### src/rtl/buscyc_pkg.sv
package buscyc_pkg;
    typedef enum logic [1:0] {
        ST_IDLE  = 2'd0,
        ST_ADDR  = 2'd1,
        ST_DATA  = 2'd2,
        ST_GRANT = 2'd3
    } bus_state_e;
endpackage

### src/rtl/buscyc_fsm.sv
module buscyc_fsm
    import buscyc_pkg::*;
(
    input  logic       clk,
    input  logic       rst_n,
    input  logic       req_valid_i,
    input  logic       hold_i,
    input  logic       rdy_n_i,
    input  logic       bs16_n_i,
    input  logic       both_halves_i,
    output bus_state_e state_o,
    output logic       half_o,
    output logic       load_o,
    output logic       split_o,
    output logic       finish_o
);
    bus_state_e state_q, state_n;
    logic       first_q;
    logic       bs16_q;
    logic       half_q;
    logic       eff16;
    logic       at_end;

    // Width of the device is judged only in the first data clock.
    always_comb begin
        eff16    = first_q ? ~bs16_n_i : bs16_q;
        at_end   = (state_q == ST_DATA) && !rdy_n_i;
        split_o  = at_end && eff16 && !half_q && both_halves_i;
        finish_o = at_end && !split_o;
        load_o   = (state_q == ST_IDLE) && !hold_i && req_valid_i;
    end

    always_comb begin
        state_n = state_q;
        unique case (state_q)
            ST_IDLE: begin
                if (hold_i)           state_n = ST_GRANT;
                else if (req_valid_i) state_n = ST_ADDR;
            end
            ST_ADDR:  state_n = ST_DATA;
            ST_DATA: begin
                if (split_o)       state_n = ST_ADDR;
                else if (finish_o) state_n = hold_i ? ST_GRANT : ST_IDLE;
            end
            ST_GRANT: begin
                if (!hold_i) state_n = ST_IDLE;
            end
            default:  state_n = ST_IDLE;
        endcase
    end

    always_ff @(posedge clk) begin
        if (!rst_n) begin
            state_q <= ST_IDLE;
            first_q <= 1'b0;
            bs16_q  <= 1'b0;
            half_q  <= 1'b0;
        end else begin
            state_q <= state_n;
            first_q <= (state_q == ST_ADDR);
            if ((state_q == ST_DATA) && first_q) bs16_q <= ~bs16_n_i;
            if (load_o)       half_q <= 1'b0;
            else if (split_o) half_q <= 1'b1;
        end
    end

    assign state_o = state_q;
    assign half_o  = half_q;
endmodule

### src/rtl/buscyc_lanes.sv
module buscyc_lanes #(
    parameter int DATA_W = 32
) (
    input  logic [DATA_W/8-1:0] mask_i,
    input  logic [DATA_W-1:0]   wdata_i,
    input  logic                half_i,
    input  logic [DATA_W-1:0]   din_i,
    input  logic [DATA_W/2-1:0] lo_i,
    output logic [DATA_W/8-1:0] be_n_o,
    output logic [DATA_W-1:0]   dout_o,
    output logic [DATA_W-1:0]   rd_o,
    output logic                both_halves_o
);
    localparam int LANES = DATA_W / 8;
    localparam int HALF  = LANES / 2;
    localparam int HW    = DATA_W / 2;

    assign both_halves_o = (|mask_i[HALF-1:0]) && (|mask_i[LANES-1:HALF]);

    for (genvar i = 0; i < LANES; i++) begin : g_lane
        if (i < HALF) begin : g_low
            // Second cycle: low lanes are off and carry the upper bytes.
            assign be_n_o[i]         = half_i ? 1'b1 : ~mask_i[i];
            assign dout_o[i*8 +: 8]  = half_i ? wdata_i[(i+HALF)*8 +: 8]
                                              : wdata_i[i*8 +: 8];
        end else begin : g_high
            assign be_n_o[i]         = ~mask_i[i];
            assign dout_o[i*8 +: 8]  = wdata_i[i*8 +: 8];
        end
    end

    assign rd_o = half_i ? {din_i[HW-1:0], lo_i} : din_i;
endmodule

### src/rtl/buscyc_ctrl.sv
module buscyc_ctrl
    import buscyc_pkg::*;
#(
    parameter int ADDR_W = 32,
    parameter int DATA_W = 32
) (
    input  logic                clk,
    input  logic                rst_n,
    input  logic                req_valid,
    input  logic [ADDR_W-3:0]   req_addr,
    input  logic [DATA_W/8-1:0] req_mask,
    input  logic [DATA_W-1:0]   req_wdata,
    input  logic                req_write,
    input  logic                req_mem,
    input  logic                req_dat,
    input  logic [DATA_W-1:0]   din,
    input  logic                rdy_n,
    input  logic                bs16_n,
    input  logic                hold,
    output logic [ADDR_W-3:0]   addr_o,
    output logic [DATA_W/8-1:0] be_n_o,
    output logic                wr_o,
    output logic                mio_o,
    output logic                dc_o,
    output logic                ads_n,
    output logic [DATA_W-1:0]   data_o,
    output logic                data_oe,
    output logic                bus_oe,
    output logic                hlda,
    output logic                done,
    output logic [DATA_W-1:0]   rdata
);
    localparam int LANES = DATA_W / 8;
    localparam int HW    = DATA_W / 2;

    bus_state_e          state;
    logic                half, load, split, finish, both;
    logic [ADDR_W-3:0]   addr_q;
    logic [LANES-1:0]    mask_q;
    logic [DATA_W-1:0]   wdata_q;
    logic                write_q, mem_q, dat_q;
    logic [HW-1:0]       lo_q;
    logic                done_q;
    logic [DATA_W-1:0]   rdata_q;
    logic [LANES-1:0]    be_lanes;
    logic [DATA_W-1:0]   dout_lanes;
    logic [DATA_W-1:0]   rd_full;
    logic                in_cycle;

    buscyc_fsm u_fsm (
        .clk          (clk),
        .rst_n        (rst_n),
        .req_valid_i  (req_valid),
        .hold_i       (hold),
        .rdy_n_i      (rdy_n),
        .bs16_n_i     (bs16_n),
        .both_halves_i(both),
        .state_o      (state),
        .half_o       (half),
        .load_o       (load),
        .split_o      (split),
        .finish_o     (finish)
    );

    buscyc_lanes #(.DATA_W(DATA_W)) u_lanes (
        .mask_i       (mask_q),
        .wdata_i      (wdata_q),
        .half_i       (half),
        .din_i        (din),
        .lo_i         (lo_q),
        .be_n_o       (be_lanes),
        .dout_o       (dout_lanes),
        .rd_o         (rd_full),
        .both_halves_o(both)
    );

    always_ff @(posedge clk) begin
        if (!rst_n) begin
            addr_q  <= '0;
            mask_q  <= '0;
            wdata_q <= '0;
            write_q <= 1'b0;
            mem_q   <= 1'b0;
            dat_q   <= 1'b0;
            lo_q    <= '0;
            done_q  <= 1'b0;
            rdata_q <= '0;
        end else begin
            if (load) begin
                addr_q  <= req_addr;
                mask_q  <= req_mask;
                wdata_q <= req_wdata;
                write_q <= req_write;
                mem_q   <= req_mem;
                dat_q   <= req_dat;
            end
            if (split)  lo_q    <= din[HW-1:0];
            if (finish) rdata_q <= rd_full;
            done_q <= finish;
        end
    end

    always_comb begin
        in_cycle = (state == ST_ADDR) || (state == ST_DATA);
        ads_n    = (state != ST_ADDR);
        hlda     = (state == ST_GRANT);
        bus_oe   = (state != ST_GRANT);
        data_oe  = write_q && in_cycle;
        addr_o   = addr_q;
        be_n_o   = in_cycle ? be_lanes : '1;
        data_o   = dout_lanes;
        wr_o     = write_q;
        mio_o    = mem_q;
        dc_o     = dat_q;
        done     = done_q;
        rdata    = rdata_q;
    end
endmodule

### config.mk
export PLATFORM = sky130hd
export DESIGN_NAME = buscyc_ctrl
export DESIGN_NICKNAME = d
export VERILOG_FILES = /design/src/rtl/buscyc_pkg.sv /design/src/rtl/buscyc_fsm.sv /design/src/rtl/buscyc_lanes.sv /design/src/rtl/buscyc_ctrl.sv
export SDC_FILE = /design/constraint.sdc
export NUM_CORES = 1
export LEC_CHECK = 0
export ABC_CLOCK_PERIOD_IN_PS = 2150
export BUFFER_PORTS_ARGS = -buffer_cell sky130_fd_sc_hd__buf_2
export CORE_UTILIZATION = 42
export CTS_BUF_LIST = sky130_fd_sc_hd__clkbuf_4
export CTS_CLUSTER_SIZE = 14
export DETAILED_ROUTE_END_ITERATION = 7
export GPL_ROUTABILITY_DRIVEN = 0
export GPL_TIMING_DRIVEN = 0
export MAX_ROUTING_LAYER = met4
export PLACE_DENSITY = 0.67
export REMOVE_ABC_BUFFERS = 1
export SYNTH_ARGS = -nofsm -noshare
export SYNTH_HDL_FRONTEND = slang
export SYNTH_HIERARCHICAL = 1
export SYNTH_SLANG_ARGS = --single-unit
### constraint.sdc
create_clock -name clk -period 2.15 [get_ports clk]
set_input_delay 0.3225 -clock clk [delete_from_list [all_inputs] [get_ports clk]]
set_output_delay 0.3225 -clock clk [all_outputs]
set_load 0.01 [all_outputs]
* After elaboration in Yosys (flattened, before gate mapping)
Index checks and enable logic that the tools add are counted.
Cells by class: bitwise gates (word level) 6, equal/unequal tests 8, mux-type cells 14, reduce and logical (&&, ||, !) cells 20
Operators with widths (count):
- 32-bit 2-to-1 mux | 1
- 8-bit 2-to-1 mux | 2
- 2-bit 2-to-1 mux | 6
- 1-bit logical AND | 10
- 2-bit case mux with 4 select lines | 1
- 3-bit inequality test (second input constant) | 2
- 1-bit inverter | 6
- 2-bit OR reduction | 3
- 2-bit equality test (second input constant) | 2
- 1-bit logical NOT | 4
- 4-bit 2-to-1 mux | 1
- 2-bit inequality test (second input constant) | 2
- 1-bit 2-to-1 mux | 3
- 3-bit AND reduction | 1
- 2-bit by 1-bit equality test with 1-bit output (second input constant) | 1
- 2-bit logical NOT | 1
- 2-bit by 1-bit inequality test with 1-bit output (second input constant) | 1
- 1-bit logical OR | 1
Storage, ports and cells: bits of input ports 107, register bits after elaboration 123, output and inout bits 106

* Depth between registers and ports, before layout
word-level depth 10, gate-level depth with buffers 8

* By module
The synthesis kept the hierarchy.
Modules (own cells, without submodules):
- buscyc_ctrl | sequential area each 2362.3 um2, area an instance 4525.6 um2, cells an instance 391, instances 1
- buscyc_lanes | sequential area each 0.0 um2, area an instance 975.9 um2, cells an instance 75, instances 1
- buscyc_fsm | sequential area each 100.1 um2, area an instance 274.0 um2, cells an instance 27, instances 1

* Least setup slack after synthesis
No wires, ideal clock.
kind flip-flop to flip-flop, from register u_fsm.state_q[1], in the netlist u_fsm/state_o[1], to register lo_q[10], arrival 1777 ps, buffers on the path 2, stages on the path, launching flop included 7, setup slack 257 ps, clock period less this slack 1893 ps, path through dfxtp_1 or3b_4 a2111oi_4 buf_4 buf_4 mux2i_1 nor2b_1
Between the ends: longest elaborated chain between the ends 5
Ends and longest elaborated chain:
- start: declaration | RTL line buscyc_fsm.sv:17 | bus_state_e state_q, state_n;
- start signal: assignment | RTL line buscyc_fsm.sv:59 | state_q <= state_n;
- 2-bit equality test | RTL line buscyc_fsm.sv:27 | at_end = (state_q == ST_DATA) && !rdy_n_i;
- 1-bit logical AND | RTL line buscyc_fsm.sv:27
- 1-bit logical AND (3 in a row) | RTL line buscyc_fsm.sv:28 | split_o = at_end && eff16 && !half_q && both_halves_i;
- net split | RTL line buscyc_ctrl.sv:37 | logic half, load, split, finish, both;
- end signal: assignment | RTL line buscyc_ctrl.sv:97 | if (split) lo_q <= din[HW-1:0];
- end: declaration | RTL line buscyc_ctrl.sv:42 | logic [HW-1:0] lo_q;
The timed path passes the listed nets, and every way through them passes these cells. A chain may end at the register's enable or synchronous reset.

* Worst setup path in the final report
from register u_fsm.state_q[1], in the netlist u_fsm/state_o[1], to register wdata_q[30]
Between the ends: longest elaborated chain between the ends 3
Ends and longest elaborated chain:
- 2-bit logical NOT | RTL line buscyc_fsm.sv:30 | load_o = (state_q == ST_IDLE) && !hold_i && req_valid_i;
- 1-bit logical AND (2 in a row) | RTL line buscyc_fsm.sv:30
- net load | RTL line buscyc_ctrl.sv:37
- end signal: assignment | RTL line buscyc_ctrl.sv:92 | wdata_q <= req_wdata;
- end: declaration | RTL line buscyc_ctrl.sv:40 | logic [DATA_W-1:0] wdata_q;
The timed path passes the listed nets, and every way through them passes these cells.

==> summary.txt <==
Cell variety after synth: 31
post-synthesis simple-gate area fraction: 0.148
Critical-path top delay cell: dfxtp_4
Post-Synthesis Cells: 493
Seq cells post-synth: 123
dominant synthesized flop cell: dfxtp_1
LEAKAGE: 3.14 nW
cell family with most CP delay: buffers and inverters
Ys Warns: 6
ANT nets after route: 0
P&R area growth vs syn: 26.3%
Peak VDD IR: 0.476 mV
clock latency on the worst-skew pair: 520 ps
initial antenna violation count: 0
H-tree Lvls: 4
syn avg cell area: 11.7 µm²
Async SR Flop Fraction: 0
Clock Power Share: 0.342
final worst path period share: 0.954
Period minus WS final: 2050 ps
sequential share of power: 0.515
row count: 42
Clock Skew: 13.6 ps
post-route setup TNS: 0 ps
Worst setup SP type: flop
Top cell by count, worst path: buf_4
Post-Syn Area: 5780 µm²
Commonest cells post-synth: dfxtp_1 (123), nor2b_1 (119), mux2i_1 (117)
first-pass GRT wire length: 19500 µm
DIE AREA: 14200 µm²
TritonRoute pass-1 iters: 4
Hold Crit Class: in -> reg
hpwl dp: 8390 µm
CTS sink count: 123
main combinational cell family by area after synthesis: multiplexers
Port Buffers: 212
switching share of power: 0.247
Synth Area in XOR/XNOR: 0
Vias/cell: 4.66
total core area: 13300 µm²
clock buffer depth: 2
sequential share of the synthesized area: 0.426
Final Power: 4.70 mW
CTS Buf Count: 17
Die Width: 119 µm
Die Height: 119 µm
crit path capture type: flop
Setup-failing EPs final: 0
io pins: 213
crit-path max FO: 10
final core utilization: 0.546
Relative slew margins: 0.319
share of the synthesized area in the top cell type: 0.426
Nets: 810
Final WS setup: 99.5 ps
Internal Dissipation: 3.54 mW
Worst path max stage delay: 390 ps
DRC Markers: 0
complex-gate fraction of the synthesized area: 0.0180
pre-CTS setup slack: -567 ps
Root Driver: clkbuf_4
GRT Resource Usage Total: 0.178
Hold Fails Final Rpt: 0
MaxCap Viol Count: 0
EDFF count, synth: 0
Switch Pwr: 1.16 mW
Critical Path RT: 2560 ps
CTS tree: yes
Antenna Cells: 0
share of layout cells above drive strength 1: 0.455
max-slew violation count: 0
worst slew pin tran: 1020 ps
vias: 4142
Comb pwr share: 0.142
unrepaired setup endpoints after global routing: false
top cells by area, synth: dfxtp_1 (43%), mux2i_1 (20%), nor2b_1 (13%)
proportion of synthesized area in mux cells: 0.328
PD cells: 645 nW/µm²
Initial Util: 0.433
total gr overflow: 0
number of global-route vias before repair: 4160
final WL: 12400 µm
Hold WS: 55.6 ps
Crit Path Class: reg -> reg
largest net degree at the start of global routing: 125
status: finished, final reports clean
fmax: 0.488 GHz
most numerous cell in the Yosys netlist: dfxtp_1
Worst-path clk slew: 100 ps
CP Buf/Inv Count: 5
worst path arrival time: 2460 ps
Synth Area in Adders: 0.00650
Iter 0 DRT Violations: 172
routed wire length per instance: 14.0 µm
area leader, netlist: dfxtp_1
crit-path cells: nor4b_4 -> buf_12 -> buf_4 -> buf_6 -> buf_4 -> buf_4 -> mux2i_2 -> nor2b_1
==> area by class of cell <==
| type | count | area, µm² |
|---|---|---|
| fillers | 1176 | 6060 |
| multi-input cells | 315 | 2930 |
| flip-flops and latches | 123 | 2470 |
| repair buffers | 237 | 1380 |
| well taps | 176 | 220 |
| clock buffers | 19 | 143 |
| clock inverters | 12 | 130 |
| inverters | 6 | 22.5 |
==> sequential cells by signal, indices dropped and copies added (netlist names) <==
register / count
wdata_q: 32
lo_q: 16
addr_o: 30
mask_q: 4
done: 1
u_fsm/first_q: 1
u_fsm/half_o: 1
u_fsm/state_o: 2
u_fsm/bs16_q: 1
mio_o: 1
rdata: 32
dc_o: 1
wr_o: 1
==> through the flow <==
step	cell area [µm²]	instances
2_1_floorplan	5380	444
3_3_place_gp	6660	832
3_5_place_dp	6840	847
4_1_cts	7170	879
5_1_grt	7290	888
6_report	7290	888
==> power by group through the flow <==
stage	combinational [mW]	sequential (mW)	clock, mW
6_report	0.668	2.42	1.61
5_1_grt	0.728	2.44	1.78
4_1_cts	0.645	2.42	1.67
3_5_place_dp	0.643	2.47	0
3_3_place_gp	0.687	2.47	0
2_1_floorplan	0.386	2.50	0
==> metal layers <==
metal  up-vias  track usage  share of wire
li1       2059            -              -
met1      1907        0.207           0.44
met2       163        0.282           0.46
met3        13       0.0651          0.085
met4         0       0.0641          0.013
met5         -            -              0
==> worst min-delay path, cell delays in order <==
cell	delay, ps
buf_2	70
mux2i_1	50
nor2b_1	90
==> cells by family after synthesis <==
family,Yosys count
adders and majority gates,3
AOI/OAI and AO/OA,10
and+or+nand+nor,137
buffers and inverters,55
muxes,165
DFF,123
==> what timing repair did <==
item	4_1_cts	5_1_grt
setup endpoints to repair	80	21
cloned	1	1
hold endpoints to repair	0	1
gates resized for setup	5	4
hold buffers	0	1
pin swaps	2	2
buffers inserted	2	7
==> worst paths after layout <==
check / slack (ps) / startpoint / depth (start not counted) / endpoint
worst min register to register: 500 / u_fsm/state_o[1] / 1 / u_fsm/first_q
worst max-delay path: 100 / u_fsm/state_o[1] / 8 / wdata_q[30]
worst min-delay path: 60 / req_addr[17] / 3 / addr_o[17]
worst max register to register: 100 / u_fsm/state_o[1] / 8 / wdata_q[30]
==> cell usage in the layout (no fill, tap or decap), types with 3 or more instances in the layout <==
cell,count
nand2b_1,4
clkbuf_4,19
nor2b_1,119
dfxtp_1,120
bufinv_16,3
buf_4,16
mux2i_1,116
clkinv_1,6
mux2_4,48
inv_1,6
or2_2,4
buf_2,211
Note: power is estimated with default switching activity, not from simulation.
